==> src/rtl/irq_steer_pkg.sv <==
package irq_steer_pkg;

  // Strobes from the steering control to the source datapath.
  typedef struct packed {
    logic pop;   // retire the head ID this cycle
  } steerStrobe_t;

endpackage

==> src/rtl/irq_steer_datapath.sv <==
module irq_steer_datapath
  import irq_steer_pkg::*;
#(
  parameter int NUM_SRC    = 8,
  parameter int FIFO_DEPTH = 8,
  localparam int SRC_W     = (NUM_SRC > 1) ? $clog2(NUM_SRC) : 1,
  localparam int PTR_W     = (FIFO_DEPTH > 1) ? $clog2(FIFO_DEPTH) : 1,
  localparam int CNT_W     = $clog2(FIFO_DEPTH + 1)
) (
  input  logic               clk,
  input  logic               rstN,
  input  logic [NUM_SRC-1:0] srcIrq,
  input  steerStrobe_t       strobe,
  output logic [SRC_W-1:0]   headId,
  output logic               fifoEmpty
);

  logic [NUM_SRC-1:0] srcPrev;
  logic [NUM_SRC-1:0] reqMask;     // captured edges not yet in the queue
  logic [NUM_SRC-1:0] queuedMask;  // IDs currently in the queue
  logic [NUM_SRC-1:0] riseVec;
  logic [NUM_SRC-1:0] candVec;
  logic [NUM_SRC-1:0] pushMask;
  logic [NUM_SRC-1:0] popMask;
  logic [SRC_W-1:0]   pushId;
  logic               doPush;
  logic               fifoFull;

  logic [SRC_W-1:0]   mem [FIFO_DEPTH];
  logic [PTR_W-1:0]   wrPtr;
  logic [PTR_W-1:0]   rdPtr;
  logic [CNT_W-1:0]   count;

  assign riseVec   = srcIrq & ~srcPrev;
  assign candVec   = reqMask | (riseVec & ~queuedMask);
  assign fifoFull  = (count == CNT_W'(FIFO_DEPTH));
  assign fifoEmpty = (count == '0);
  assign doPush    = (|candVec) && !fifoFull;
  assign headId    = mem[rdPtr];

  // Lowest-indexed candidate wins the single push slot of this cycle.
  always_comb begin
    pushId = '0;
    for (int i = NUM_SRC - 1; i >= 0; i--) begin
      if (candVec[i]) pushId = SRC_W'(i);
    end
  end

  assign pushMask = doPush ? (NUM_SRC'(1) << pushId) : '0;
  assign popMask  = strobe.pop ? (NUM_SRC'(1) << headId) : '0;

  function automatic logic [PTR_W-1:0] nextPtr(input logic [PTR_W-1:0] p);
    return (p == PTR_W'(FIFO_DEPTH - 1)) ? '0 : p + PTR_W'(1);
  endfunction

  always_ff @(posedge clk) begin
    if (!rstN) begin
      srcPrev    <= '0;
      reqMask    <= '0;
      queuedMask <= '0;
      wrPtr      <= '0;
      rdPtr      <= '0;
      count      <= '0;
    end else begin
      srcPrev    <= srcIrq;
      reqMask    <= candVec & ~pushMask;
      queuedMask <= (queuedMask | pushMask) & ~popMask;
      if (doPush) wrPtr <= nextPtr(wrPtr);
      if (strobe.pop) rdPtr <= nextPtr(rdPtr);
      case ({doPush, strobe.pop})
        2'b10:   count <= count + CNT_W'(1);
        2'b01:   count <= count - CNT_W'(1);
        default: count <= count;
      endcase
    end
  end

  always_ff @(posedge clk) begin
    if (doPush) mem[wrPtr] <= pushId;
  end

endmodule

==> src/rtl/irq_steer_ctrl.sv <==
module irq_steer_ctrl
  import irq_steer_pkg::*;
#(
  parameter int NUM_LINES = 16,
  localparam int LINE_W   = (NUM_LINES > 1) ? $clog2(NUM_LINES) : 1
) (
  input  logic                 clk,
  input  logic                 rstN,
  input  logic                 ackWr,
  input  logic                 fifoEmpty,
  input  logic [NUM_LINES-1:0] pciOwned,
  input  logic [NUM_LINES-1:0] lineInUse,
  output steerStrobe_t         strobe,
  output logic                 steerValid,
  output logic [LINE_W-1:0]    steerLine
);

  logic [NUM_LINES-1:0] freeMask;
  logic [LINE_W-1:0]    lowFree;
  logic                 anyFree;

  assign freeMask   = pciOwned & ~lineInUse;
  assign anyFree    = |freeMask;
  assign strobe.pop = ackWr && !fifoEmpty;

  always_comb begin
    lowFree = '0;
    for (int i = NUM_LINES - 1; i >= 0; i--) begin
      if (freeMask[i]) lowFree = LINE_W'(i);
    end
  end

  always_ff @(posedge clk) begin
    if (!rstN) begin
      steerValid <= 1'b0;
      steerLine  <= '0;
    end else if (strobe.pop) begin
      steerValid <= 1'b0;                 // release, leave one idle cycle
    end else if (steerValid && !freeMask[steerLine]) begin
      steerValid <= 1'b0;                 // line revoked or claimed
    end else if (!steerValid && !fifoEmpty && anyFree) begin
      steerValid <= 1'b1;
      steerLine  <= lowFree;
    end
  end

endmodule

==> src/rtl/irq_steer_linemux.sv <==
module irq_steer_linemux #(
  parameter int NUM_LINES = 16,
  localparam int LINE_W   = (NUM_LINES > 1) ? $clog2(NUM_LINES) : 1
) (
  input  logic [NUM_LINES-1:0] legacyIrq,
  input  logic [NUM_LINES-1:0] pciOwned,
  input  logic                 steerValid,
  input  logic [LINE_W-1:0]    steerLine,
  output logic [NUM_LINES-1:0] irqOut
);

  for (genvar g = 0; g < NUM_LINES; g++) begin : gLine
    logic steerHit;
    assign steerHit  = steerValid && (steerLine == LINE_W'(g));
    assign irqOut[g] = pciOwned[g] ? steerHit : legacyIrq[g];
  end

endmodule

==> src/rtl/irq_steer_router.sv <==
module irq_steer_router
  import irq_steer_pkg::*;
#(
  parameter int NUM_SRC    = 8,
  parameter int NUM_LINES  = 16,
  parameter int FIFO_DEPTH = 8,
  localparam int SRC_W     = (NUM_SRC > 1) ? $clog2(NUM_SRC) : 1,
  localparam int LINE_W    = (NUM_LINES > 1) ? $clog2(NUM_LINES) : 1
) (
  input  logic                 clk,
  input  logic                 rstN,
  input  logic [NUM_SRC-1:0]   srcIrq,
  input  logic [NUM_LINES-1:0] legacyIrq,
  input  logic [NUM_LINES-1:0] pciOwned,
  input  logic [NUM_LINES-1:0] lineInUse,
  input  logic                 ackWr,
  output logic [NUM_LINES-1:0] irqOut,
  output logic [SRC_W-1:0]     headId,
  output logic                 fifoEmpty,
  output logic                 steerValid,
  output logic [LINE_W-1:0]    steerLine
);

  steerStrobe_t strobe;

  irq_steer_datapath #(.NUM_SRC(NUM_SRC), .FIFO_DEPTH(FIFO_DEPTH)) u_dp (
    .clk(clk), .rstN(rstN), .srcIrq(srcIrq), .strobe(strobe),
    .headId(headId), .fifoEmpty(fifoEmpty)
  );

  irq_steer_ctrl #(.NUM_LINES(NUM_LINES)) u_ctrl (
    .clk(clk), .rstN(rstN), .ackWr(ackWr), .fifoEmpty(fifoEmpty),
    .pciOwned(pciOwned), .lineInUse(lineInUse), .strobe(strobe),
    .steerValid(steerValid), .steerLine(steerLine)
  );

  irq_steer_linemux #(.NUM_LINES(NUM_LINES)) u_mux (
    .legacyIrq(legacyIrq), .pciOwned(pciOwned), .steerValid(steerValid),
    .steerLine(steerLine), .irqOut(irqOut)
  );

endmodule

==> config.mk <==
export PLATFORM = sky130hd
export DESIGN_NAME = irq_steer_router
export DESIGN_NICKNAME = d
export VERILOG_FILES = /design/src/rtl/irq_steer_pkg.sv /design/src/rtl/irq_steer_datapath.sv /design/src/rtl/irq_steer_ctrl.sv /design/src/rtl/irq_steer_linemux.sv /design/src/rtl/irq_steer_router.sv
export SDC_FILE = /design/constraint.sdc
export NUM_CORES = 1
export LEC_CHECK = 0
export BUFFER_PORTS_ARGS = -buffer_cell sky130_fd_sc_hd__buf_2
export CORE_UTILIZATION = 58
export CTS_CLUSTER_DIAMETER = 200
export DETAILED_ROUTE_END_ITERATION = 6
export GPL_TIMING_DRIVEN = 0
export PLACE_DENSITY_LB_ADDON = 0.15
export SLEW_MARGIN = 20
export SYNTH_ARGS = -nofsm -noshare
export SYNTH_HDL_FRONTEND = slang
export SYNTH_HIERARCHICAL = 1
export SYNTH_SLANG_ARGS = --single-unit
==> constraint.sdc <==
create_clock -name clk -period 6.21 [get_ports clk]
set_input_delay 0.3105 -clock clk [delete_from_list [all_inputs] [get_ports clk]]
set_output_delay 0.3105 -clock clk [all_outputs]
set_load 0.02 [all_outputs]
; ---- Yosys cells after proc, flatten, opt, wreduce, memory -nomap -nowiden
; Memories as Yosys holds them, arrays and structs flattened. A register that Yosys moved wholly into a read port is not among the register bits.
; Cells that the tools add are included.
; Widths: inputs -> output; s select.
[classes]
addsub = 4
mul = 0
div = 0
order_cmp = 1
n_eq_ne = 20
shifts = 2
muxes = 51
n_bitwise = 15
reduce_logical = 32
[op_table]
columns = op, count
row1 = $mux 4, 16
row2 = $eq 4x4->1 const B, 9
row3 = $mux 3, 12
row4 = $and 8x8->8, 4
row5 = $not 8->8, 4
row6 = $logic_and 1x1->1, 21
row7 = $mux 1, 19
row8 = $and 16x16->16, 1
row9 = $eq 4x3->1 const B, 4
row10 = $mux 8, 2
row11 = $not 16->16, 1
row12 = $or 8x8->8, 2
row13 = $reduce_or 16->1, 1
row14 = $shl 1x3->8 const A, 2
row15 = $eq 4x2->1 const B, 2
row16 = $logic_not 4->1, 2
row17 = $pmux 4 s2, 1
row18 = $reduce_or 8->1, 1
row19 = $add 3x1->3 const B, 2
row20 = $eq 3x3->1 const B, 2
row21 = $lt 4x5->1 const B, 1
row22 = $add 4x1->4 const B, 1
row23 = $bmux 1 s4, 1
row24 = $eq 4x1->1 const B, 1
row25 = other kinds (8), 13
[totals]
reg_bits = 39
latchBits = 0
ram_bits = 24
romBits = 0
inputBits = 59
out_inout_bits = 25
wordCells = 134
n_memories = 1
[mem_list]
columns = name, words, width, rd, rd_ports_with_merged_regs, wr, line_no
row1 = u_dp.mem, 8, 3, 1, 1, 1, irq_steer_datapath.sv:29  ; logic [SRC_W-1:0] mem [FIFO_DEPTH];

; ---- Depth between registers and ports, before layout
[logic_depth]
depth_word = 18
mapped_depth = 12
ltp_nobuf = 12

; ---- Hierarchy
; Netlist, hierarchy kept.
[modules_own_cells]
columns = module, n_inst, cells_each, area_per_inst_um2, seq_area_each_um2
row1 = irq_steer_datapath, 1, 215, 2613.8, 1461.4
row2 = irq_steer_ctrl, 1, 79, 660.6, 100.1
row3 = irq_steer_linemux, 1, 39, 305.3, 0.0

; ---- Worst setup path after synthesis
; No wires, ideal clock.
[synth_path]
kind = register to register
from = register u_dp.count[0]
to = register u_dp.count[3]
setup_ns = 0.071
arrival_ns = 2.970
required_ns = 6.139
slack_ns = 3.170
path_stages_with_launch = 10
n_path_buf = 0
synth_period_minus_slack_ns = 3.040
path_cell_list = dfxtp_1 -> nor4_1 -> nor2b_1 -> ha_1 -> ha_1 -> a21o_1 -> a21oi_1 -> xnor2_1 -> or3_1 -> a21oi_1
[synth_via]
elab_chain_len = 5
elab_cells_between_ends = 12
classes_between = 2 x add/sub / 3 x eq/ne / 1 x mux / 6 x reduce/logical
[synth_rtl]
columns = element, line_no
row1 = from (decl), irq_steer_datapath.sv:32  ; logic [CNT_W-1:0] count;
row2 = from (signal assigned), irq_steer_datapath.sv:71  ; 2'b10: count <= count + CNT_W'(1);
row3 = from (signal assigned), irq_steer_datapath.sv:72  ; 2'b01: count <= count - CNT_W'(1);
row4 = from (signal assigned), irq_steer_datapath.sv:73  ; default: count <= count;
row5 = $logic_not 4->1 (*), irq_steer_datapath.sv:37  ; assign fifoEmpty = (count == '0);
row6 = named net fifoEmpty, irq_steer_router.sv:19  ; output logic fifoEmpty,
row7 = $logic_not 1->1 (*), irq_steer_ctrl.sv:24  ; assign strobe.pop = ackWr && !fifoEmpty;
row8 = $logic_and 1x1->1 (*), irq_steer_ctrl.sv:24
row9 = named net strobe, irq_steer_router.sv:24  ; steerStrobe_t strobe;
row10 = $eq 2x1->1 / $eq 2x2->1 (equally long branches), irq_steer_datapath.sv:70  ; case ({doPush, strobe.pop})
row11 = $pmux 4 s2 / $reduce_bool 2->1 (equally long branches), --
; Mark *: on every way through the listed nets, which the timed path passes. The rest lies on a longest branch.
; A chain may end at the register's enable or synchronous reset.

; ---- Worst setup path after layout
[layout_path]
from = register u_dp.queuedMask[5]
to = register u_dp.count[3]
[layout_via]
elab_chain_len = 7
elab_cells_between_ends = 9
classes_between = 2 x eq/ne / 1 x mux / 3 x bitwise / 3 x reduce/logical
[layout_rtl]
columns = element, line_no
row1 = from (decl), irq_steer_datapath.sv:20  ; logic [NUM_SRC-1:0] queuedMask;
row2 = from (signal assigned), irq_steer_datapath.sv:67  ; queuedMask <= (queuedMask | pushMask) & ~popMask;
row3 = $not 8->8 (*), irq_steer_datapath.sv:35  ; assign candVec = reqMask | (riseVec & ~queuedMask);
row4 = $and 8x8->8 (*), irq_steer_datapath.sv:35
row5 = $or 8x8->8 (*), irq_steer_datapath.sv:35
row6 = $reduce_or 8->1 (*), irq_steer_datapath.sv:38  ; assign doPush = (|candVec) && !fifoFull;
row7 = $logic_and 1x1->1 (*), irq_steer_datapath.sv:38
row8 = $eq 2x1->1 / $eq 2x2->1 (equally long branches), irq_steer_datapath.sv:70
row9 = $pmux 4 s2 / $reduce_bool 2->1 (equally long branches), --
; Every way passes the cells marked *; elsewhere a longest branch is shown, timed or not.

==> key figures <==
GRT
  – Total gr overflow: 0
  – Busiest grt layer: met2
  – First-pass GRT wire length: 13400 um
  – Vias in the first global route: 2918
  – Initial antenna violation count: 0
  – Met3 Use GR: 0.0477
  – Met1 usage: 0.336
  – Overall routing resource usage: 0.273
  – Met2 usage: 0.475
  – Largest net degree at the start of global routing: 14

STA
  – Hold_ws: 0.192 ns
  – Final setup viols: 0
  – Slew margin rel.: 0.469
  – Fin. max-slew vios: 0
  – Final Hold Violating Endpoints: 0
  – Worst-Margin Slew: 0.785 ns
  – RSZ-0062 raised after global routing: false
  – Clock skew: 0.00670 ns
  – Minimum clock period after layout: 2.97 ns
  – Fin worst setup slack: 3.24 ns
  – Max Fclk: 337 MHz
  – TNS Setup: 0 ns
  – Final period utilization: 0.478

Worst hold path
  – Worst min-delay path startpoint: srcIrq[4]
  – Hold WC Path Type: input pin to flop
  – Hold depth: 2
  – Hold endpoint: u_dp/srcPrev[4]

Placement
  – Dpl cells: 491
  – Pre-CTS WS: 3.18 ns
  – Placer Congestion: 0.846
  – Detail Placement HPWL: 6320 um
  – Number of buffers added on ports: 83

Finish
  – Fraction of layout cells with a size suffix above 1: 0.322
  – Final Instance Count excl. Fillers: 507
  – ANT cells: 0
  – Fin util: 0.729
  – Nets: 494
  – Area Overhead vs Synth: 20.5%

Yosys
  – Top cell type's share of synthesized area: 0.235
  – Cell Area, Synth: 0.00358 mm2
  – Post-synth EDFFs: 24
  – Async SR Flop Fraction: 0
  – Syn nets: 400
  – Synthesized flop and latch total: 66
  – Top_reg_cell synth: dfxtp_1
  – Area leader, netlist: dfxtp_1
  – Yosys cell types: 64
  – Synth top area cells: dfxtp_1 23%, edfxtp_1 20%, mux4_2 6.3%, nor2b_1 5.8%, nor2_1 2.7%
  – Mean Syn Cell Area: 10.7 um2
  – Synthesis Warnings: 6
  – Sequential fraction of the synthesis area: 0.436
  – Mapped Cells: 333

Power
  – Lkg Pwr: 0.00181 uW
  – Peak supply drop: 0.207 mV
  – Power per cell area: 319 mW/mm2

Critical path
  – R2r startpoint: u_dp/queuedMask[5]
  – Critical path class: flop to flop
  – Startpoint Class: flop
  – Worst Path Max Fanout: 9
  – Arrival @ worst endpoint: 3.23 ns
  – Worst Reg2Reg Path Length in Cells: 12
  – RR Endpoint: u_dp/count[3]
  – Req. time, crit path: 6.47 ns
  – CP Capture Type: flop
  – Worst R2R Setup Slack: 3.24 ns

Drt
  – Vias: 2979
  – Vias per inst: 5.88
  – Initial DRC Count: 147
  – Final ANT Viol Nets: 0
  – Final WL: 8230 um
  – Residual DRC: 0
  – Routed len/inst: 16.2 um
  – Initial DRT Pass Iterations: 5

Run status
  – Status: finished, final reports clean

Clocking
  – H-tree Lvls: 3
  – Post-CTS Hold Buffers: 0
  – CTS tree: built
  – Clock Latency Late Sink: 0.33 ns
  – # Post-CTS Setup Buffers: 0
  – Clock tree buffer depth: 2
  – Clock sink total: 66
  – Number of gates resized after cts: 0
  – CTS buffer count: 9
  – Worst-path clk slew: 0.08 ns
  – Root Driver: clkbuf_8

Floorplan
  – Full die area: 0.00649 mm2
  – Initial Utilization: 0.605
  – Core Area: 0.00592 mm2
  – Row count: 28
  – Chip width: 80.6 um
  – Height of the die: 80.6 um
  – Ports: 84

Flow run
  – Max_cap viols: 0
## cells in the final DEF, fill, tap and decap left out, types with 5 or more instances in the layout
master / count
o21ai_0: 6
dfxtp_1: 42
nor3_1: 10
inv_1: 8
nor2b_1: 33
a21oi_1: 16
mux2i_1: 9
edfxtp_1: 24
buf_2: 83
a31o_1: 9
nand2b_1: 6
and2_1: 9
a31oi_1: 5
clkbuf_8: 9
nor4_1: 5
nor2_1: 26
mux4_2: 10
ha_1: 7
nand2_1: 16
## kinds of logic after synthesis
logic type,after synthesis,share of synthesized area
buffers and inverters,17,0.0199
xor gates and xnor gates,3,0.00734
muxes,21,0.0982
DFF,66,0.436
adders and majority gates,8,0.0301
AOI/OAI and AO/OA,71,0.156
and+or+nand+nor,147,0.252
## flip-flops by register name, summed over array words and instances, names as in the netlist, named ones only
name	cells
u_ctrl/steerLine	4
u_ctrl/steerValid	1
u_dp/count	4
u_dp/mem	24
u_dp/queuedMask	8
u_dp/rdPtr	3
u_dp/reqMask	8
u_dp/srcPrev	8
u_dp/wrPtr	3
## per-stage QoR
step	total power [uW]	area, um2
2_1_floorplan	853	3580
3_3_place_gp	965	4090
3_5_place_dp	978	4090
4_1_cts	1380	4310
5_1_grt	1450	4310
6_report	1380	4310
## report_power, final
part / switching [uW] / internal [uW]
Sequential: 57.8 / 508
Combinational: 237 / 171
Clock: 173 / 229
## cells in the mapped netlist, types with 3 or more instances
cell type	instances
or3_1	4
nor4_1	5
nor3_1	10
edfxtp_1	24
a211o_1	3
nand3_1	3
inv_1	8
and2_1	9
a21o_1	4
a21oi_1	16
clkbuf_1	4
nor3b_2	3
a31oi_1	5
and3_1	4
mux2i_1	9
nor2_1	26
nor4b_1	4
nand2b_1	6
o21ai_0	6
a311oi_1	4
nand2_1	16
inv_2	3
dfxtp_1	42
or4_4	3
a211oi_1	4
a41o_1	4
a31o_1	9
ha_1	7
a31o_2	3
nor2b_1	33
nor3b_1	4
mux4_2	10
## layout make-up
type | count | area (um2)
Buffer | 6 | 30.0
Clock buffer | 9 | 124
Clock inverter | 7 | 101
Fill cell | 431 | 1610
Inverter | 11 | 41.3
Multi-Input combinational cell | 250 | 1950
Sequential cell | 66 | 1560
Tap cell | 75 | 93.8
Timing Repair Buffer | 83 | 415
## worst max path at each step
stage,from,endpoint,slack (ns),depth (start not counted)
floorplan,u_dp/count[0],u_dp/count[3],3.17,9
global placement,srcIrq[3],u_dp/count[3],3.22,13
detailed placement,srcIrq[3],u_dp/count[3],3.18,13
CTS,u_dp/queuedMask[5],u_dp/count[3],3.25,12
global route,u_dp/queuedMask[5],u_dp/count[3],3.00,12
finish,u_dp/queuedMask[5],u_dp/count[3],3.24,12
## routing by layer
metal	vias up	share of wire
li1	1451	-
met1	1388	0.43
met2	123	0.50
met3	17	0.054
met4	0	0.017
met5	-	0
## worst max-delay path, stage by stage (launching register included)
cell	delay, ns
dfxtp_1	0.34
nor2_1	0.06
a2111oi_2	0.46
nand3_1	0.18
o21a_2	0.31
inv_2	0.19
ha_1	0.24
ha_1	0.24
a21o_1	0.18
a21oi_1	0.16
xnor2_1	0.10
or3_1	0.31
a21oi_1	0.13
Note: power is estimated with default switching activity, not from simulation.
